$ cat src/rtl/irq_latch_pkg.sv
package irq_latch_pkg;

  localparam int unsigned REG_ADDR_W = 2;

  localparam logic [REG_ADDR_W-1:0] ADDR_ENABLE = 2'd0;
  localparam logic [REG_ADDR_W-1:0] ADDR_STATUS = 2'd1;

  typedef enum logic {
    REQ_PULSE = 1'b0,
    REQ_LEVEL = 1'b1
  } req_mode_e;

endpackage

$ cat src/rtl/irq_src_edge.sv
// Per-source synchroniser chain followed by a rising-edge detector.
module irq_src_edge #(
  parameter int unsigned NUM_SRC     = 6,
  parameter int unsigned SYNC_STAGES = 2
) (
  input  logic               clk,
  input  logic               rst,
  input  logic [NUM_SRC-1:0] src_async_i,
  output logic [NUM_SRC-1:0] rise_o
);

  localparam int unsigned TOP = SYNC_STAGES - 1;

  for (genvar i = 0; i < NUM_SRC; i++) begin : g_src
    logic [SYNC_STAGES-1:0] chain_q;
    logic                   seen_q;

    always_ff @(posedge clk) begin
      if (rst) begin
        chain_q <= '0;
        seen_q  <= 1'b0;
      end else begin
        chain_q <= {chain_q[SYNC_STAGES-2:0], src_async_i[i]};
        seen_q  <= chain_q[TOP];
      end
    end

    assign rise_o[i] = chain_q[TOP] & ~seen_q;
  end

endmodule

$ cat src/rtl/irq_status_bank.sv
// Enable and status registers. Status is masked by the enable value of the
// current cycle for setting and by the next enable value for clearing.
module irq_status_bank #(
  parameter int unsigned NUM_SRC = 6
) (
  input  logic               clk,
  input  logic               rst,
  input  logic               en_wr_i,
  input  logic [NUM_SRC-1:0] en_wdata_i,
  input  logic [NUM_SRC-1:0] rise_i,
  output logic [NUM_SRC-1:0] en_o,
  output logic [NUM_SRC-1:0] status_o
);

  logic [NUM_SRC-1:0] en_q, en_next;
  logic [NUM_SRC-1:0] status_q, status_next;

  always_comb begin
    en_next     = en_wr_i ? en_wdata_i : en_q;
    status_next = en_next & (status_q | (rise_i & en_q));
  end

  always_ff @(posedge clk) begin
    if (rst) begin
      en_q     <= '0;
      status_q <= '0;
    end else begin
      en_q     <= en_next;
      status_q <= status_next;
    end
  end

  assign en_o     = en_q;
  assign status_o = status_q;

endmodule

$ cat src/rtl/irq_req_gen.sv
// Request generator: strobe on the zero-to-non-zero transition or level.
module irq_req_gen
  import irq_latch_pkg::*;
#(
  parameter int unsigned NUM_SRC = 6,
  parameter req_mode_e   MODE    = REQ_PULSE
) (
  input  logic               clk,
  input  logic               rst,
  input  logic [NUM_SRC-1:0] status_i,
  output logic               irq_o
);

  logic any_now;
  logic irq_q;

  assign any_now = |status_i;

  if (MODE == REQ_LEVEL) begin : g_level
    always_ff @(posedge clk) begin
      if (rst) irq_q <= 1'b0;
      else     irq_q <= any_now;
    end
  end else begin : g_pulse
    logic any_q;
    always_ff @(posedge clk) begin
      if (rst) begin
        any_q <= 1'b0;
        irq_q <= 1'b0;
      end else begin
        any_q <= any_now;
        irq_q <= any_now & ~any_q;
      end
    end
  end

  assign irq_o = irq_q;

endmodule

$ cat src/rtl/irq_latch_ctrl.sv
module irq_latch_ctrl
  import irq_latch_pkg::*;
#(
  parameter int unsigned NUM_SRC     = 6,
  parameter int unsigned SYNC_STAGES = 2,
  parameter bit          LEVEL_MODE  = 1'b0
) (
  input  logic                  clk,
  input  logic                  rst,
  input  logic [NUM_SRC-1:0]    src_i,
  input  logic                  reg_wr_i,
  input  logic [REG_ADDR_W-1:0] reg_addr_i,
  input  logic [NUM_SRC-1:0]    reg_wdata_i,
  output logic [NUM_SRC-1:0]    reg_rdata_o,
  output logic                  irq_o
);

  localparam req_mode_e MODE = LEVEL_MODE ? REQ_LEVEL : REQ_PULSE;

  logic [NUM_SRC-1:0] rise;
  logic [NUM_SRC-1:0] en_q;
  logic [NUM_SRC-1:0] status_q;
  logic               en_wr;
  logic [NUM_SRC-1:0] rdata_q;

  assign en_wr = reg_wr_i && (reg_addr_i == ADDR_ENABLE);

  irq_src_edge #(
    .NUM_SRC    (NUM_SRC),
    .SYNC_STAGES(SYNC_STAGES)
  ) u_edge (
    .clk        (clk),
    .rst        (rst),
    .src_async_i(src_i),
    .rise_o     (rise)
  );

  irq_status_bank #(
    .NUM_SRC(NUM_SRC)
  ) u_bank (
    .clk       (clk),
    .rst       (rst),
    .en_wr_i   (en_wr),
    .en_wdata_i(reg_wdata_i),
    .rise_i    (rise),
    .en_o      (en_q),
    .status_o  (status_q)
  );

  irq_req_gen #(
    .NUM_SRC(NUM_SRC),
    .MODE   (MODE)
  ) u_req (
    .clk     (clk),
    .rst     (rst),
    .status_i(status_q),
    .irq_o   (irq_o)
  );

  // Registered read mux; reads carry no side effects.
  always_ff @(posedge clk) begin
    if (rst) begin
      rdata_q <= '0;
    end else begin
      case (reg_addr_i)
        ADDR_ENABLE: rdata_q <= en_q;
        ADDR_STATUS: rdata_q <= status_q;
        default:     rdata_q <= '0;
      endcase
    end
  end

  assign reg_rdata_o = rdata_q;

endmodule

$ cat config.mk
export PLATFORM = sky130hd
export DESIGN_NAME = irq_latch_ctrl
export DESIGN_NICKNAME = d
export VERILOG_FILES = /design/src/rtl/irq_latch_pkg.sv /design/src/rtl/irq_src_edge.sv /design/src/rtl/irq_status_bank.sv /design/src/rtl/irq_req_gen.sv /design/src/rtl/irq_latch_ctrl.sv
export SDC_FILE = /design/constraint.sdc
export NUM_CORES = 1
export LEC_CHECK = 0
export ABC_CLOCK_PERIOD_IN_PS = 1300
export BUFFER_PORTS_ARGS = -buffer_cell sky130_fd_sc_hd__buf_2
export CORE_MARGIN = 3
export CORE_UTILIZATION = 50
export DETAILED_ROUTE_END_ITERATION = 12
export MAX_ROUTING_LAYER = met4
export PLACE_DENSITY_LB_ADDON = 0.2
export SKIP_LAST_GASP = 1
export SLEW_MARGIN = 10
export SYNTH_ARGS = -nofsm -noshare
export SYNTH_HDL_FRONTEND = slang
export SYNTH_SLANG_ARGS = --single-unit
$ cat constraint.sdc
create_clock -name clk -period 1.3 [get_ports clk]
set_input_delay 0.195 -clock clk [delete_from_list [all_inputs] [get_ports clk]]
set_output_delay 0.195 -clock clk [all_outputs]
set_load 0.03 [all_outputs]
==> summary.txt <==
STA
  • Final total negative setup slack: 0 ps
  • Post-route clock period utilization: 0.793
  • Setup violations, final: 0
  • Slew Limit Fails: 0
  • Transition at the pin with the smallest max-transition slack: 238 ps
  • Achievable clock frequency: 971 MHz
  • Worst clock skew on the final layout: 7.49 ps
  • Post-layout min period: 1030 ps
  • RSZ-0062 raised after global routing: no
  • Worst Setup Slack, final: 270 ps
  • Minimum hold slack: 69.6 ps
  • Worst slew margin relative to its limit: 0.840
  • Endpoints failing hold: 0

Floorplan
  • Effective utilization at floorplan: 0.533
  • Core area: 2250 um^2
  • Total die area: 3030 um^2
  • Io pins: 24
  • Width of the die: 55.0 um
  • Die height: 55.0 um
  • Row Count: 17

Routing
  • Drt wl/cell: 11.0 um
  • Initial DRC count: 4
  • Post-route DRC: 0
  • Number of detailed-route iterations in the first pass: 4
  • Final Routed Wirelength: 1820 um
  • Number of vias after detailed routing: 782
  • Via density per instance: 4.74
  • ANT nets after route: 0

Power
  • Peak supply drop: 0.884 mV
  • Static Leak: 0.580 nW
  • P per Cell Area: 1330 nW/um^2

Global route
  • First-pass GRT wire length: 2910 um
  • Largest net degree at the start of global routing: 23
  • Initial antenna violation count: 0
  • Total global-route track usage: 0.146
  • Number of global-route vias before repair: 692
  • Overflow left after global routing: 0

Synthesis
  • Post-synthesis instance area: 1200 um^2
  • Share of the synthesized area in the top cell type: 0.633
  • Number of distinct standard cells referenced by the synthesized netlist: 13
  • Proportion of synthesized chip area in sequential cells: 0.633
  • Leading area contributor after synthesis: sky130_fd_sc_hd__dfxtp_1
  • Post-synthesis net count: 126
  • Cell types with the largest area share after synthesis: sky130_fd_sc_hd__dfxtp_1 63%, sky130_fd_sc_hd__mux2i_1 10%, sky130_fd_sc_hd__nor2b_1 9.9%, sky130_fd_sc_hd__nor2_1 4.1%, sky130_fd_sc_hd__a31oi_1 3.1%
  • Synthesized area per cell: 11.0 um^2
  • Yosys warning count: 0
  • Number of instances in the synthesized netlist: 109
  • Flip-flop and latch count after synthesis: 38

Layout
  • Finished layout cell area: 1390 um^2
  • Most frequent standard cell in the layout excluding fill and tap cells: sky130_fd_sc_hd__dfxtp_1
  • Final net count: 154
  • Share of layout cells above drive strength 1: 0.241
  • Most used cells in the layout excluding fill and tap cells: 38 x sky130_fd_sc_hd__dfxtp_1, 23 x sky130_fd_sc_hd__buf_2, 19 x sky130_fd_sc_hd__nor2b_1, 13 x sky130_fd_sc_hd__nor2_1, 12 x sky130_fd_sc_hd__mux2i_1
  • Antenna diode instance count: 0
  • Area growth syn-to-layout: 15.9%

Hold path
  • Worst min path class: primary input to register

Setup path
  • Worst EP required: 1110 ps
  • Data arrival time at the worst-slack endpoint: 840 ps
  • Largest delay share family, worst path: flip-flops
  • Critical path fanouts, max: 1
  • Buffering stage count on the worst path with inverters included: 1
  • Largest incremental delay on the critical path: 320 ps
  • Cells along the critical path: buf_2
  • Cell with the largest stage delay on the worst path: sky130_fd_sc_hd__dfxtp_1
  • Type of the worst setup path: register to output pin
  • Startpoint type of the worst setup path: register
  • Worst Setup End Kind: output pin

Clocking
  • Number of buffers added to fix hold violations after cts: 0
  • Root buffer cell: sky130_fd_sc_hd__clkbuf_4
  • CTS tree: built
  • # resized after CTS: 0
  • CTS H-Tree Depth: 2
  • Inserted Clock Buffers: 5
  • Maximum buffer depth of the clock tree: 2
  • Buffers inserted during post-CTS setup optimization: 0
  • Worst-path clk slew: 100 ps
  • Clock latency reported for the late side of the worst-skew pair: 330 ps
  • Clock sink total: 38

Placed design
  • Standard cell area after detailed placement: 1350 um^2
  • Total half-perimeter wirelength after legalization and detailed placement: 1300 um
  • Placer's final routability congestion estimate: 0.714
  • # port buffers: 23
  • Pre-CTS setup slack: 165 ps

Run status
  • Status: complete, no violations

Flow run
  • MaxCap Viol Count: 0
[path summary, 6_finish.rpt]
check	slack, ps	endpoint	start	cells past startpoint
setup / recovery	270	reg_rdata_o[0]	reg_rdata_o[0]	1
hold reg to reg	400	u_req.irq_o	u_req.g_pulse.any_q	1
hold / removal	70	u_edge.g_src[2].chain_q[0]	src_i[2]	2
setup reg to reg	320	u_req.irq_o	u_bank.status_o[2]	3
[layer usage]
layer | up-vias | global-route usage | wire [um]
li1 | 411 | - | -
met1 | 343 | 0.160 | 801
met2 | 25 | 0.215 | 841
met3 | 3 | 0.0724 | 149
met4 | 0 | 0.0850 | 28
met5 | - | - | 0
[logic make-up (layout without fill, tap and decap cells)]
| family | after synthesis | after routing | share of synthesized area |
|---|---|---|---|
| AO/OA/AOI/OAI | 7 | 7 | 0.0354 |
| multiplexers | 12 | 12 | 0.100 |
| AND/OR/NAND/NOR | 41 | 41 | 0.191 |
| flip-flops | 38 | 38 | 0.633 |
| buffers and inverters | 11 | 39 | 0.0406 |
[where the power goes]
part           switching (mW)  total, mW  internal [mW]
clock network           0.335      0.539          0.204
logic                  0.0495      0.101         0.0519
registers              0.0113       1.20           1.19
[state kept, by name, summed over array words and instances, names as in the netlist]
signal / cells
u_edge.g_src.chain_q: 12
reg_rdata_o: 6
u_bank.en_o: 6
u_bank.status_o: 6
u_edge.g_src.seen_q: 6
u_req.g_pulse.any_q: 1
u_req.irq_o: 1
[per-stage QoR]
step,util,cells,power [mW]
after floorplan,-,109,1.29
after global placement,0.598,158,1.33
after detailed placement,0.598,158,1.33
after CTS,0.618,165,1.87
after global routing,0.618,165,1.94
final,0.618,165,1.85
[Yosys cell counts]
cell,instances
sky130_fd_sc_hd__a21oi_1,1
sky130_fd_sc_hd__a31oi_1,6
sky130_fd_sc_hd__buf_6,1
sky130_fd_sc_hd__clkbuf_1,4
sky130_fd_sc_hd__dfxtp_1,38
sky130_fd_sc_hd__inv_1,6
sky130_fd_sc_hd__mux2i_1,12
sky130_fd_sc_hd__nor2_1,13
sky130_fd_sc_hd__nor2b_1,19
sky130_fd_sc_hd__nor3_1,6
sky130_fd_sc_hd__nor3b_4,1
sky130_fd_sc_hd__nor4_1,1
sky130_fd_sc_hd__or2_2,1
[area by class of cell]
cell class                      instances  area (um^2)
Clock buffer                            7         45.0
Sequential cell                        38          761
Inverter                                6         22.5
Fill cell                             197          862
Tap cell                               28         35.0
Timing Repair Buffer                   26          138
Multi-Input combinational cell         60          392
Note: power is estimated with default switching activity, not from simulation.
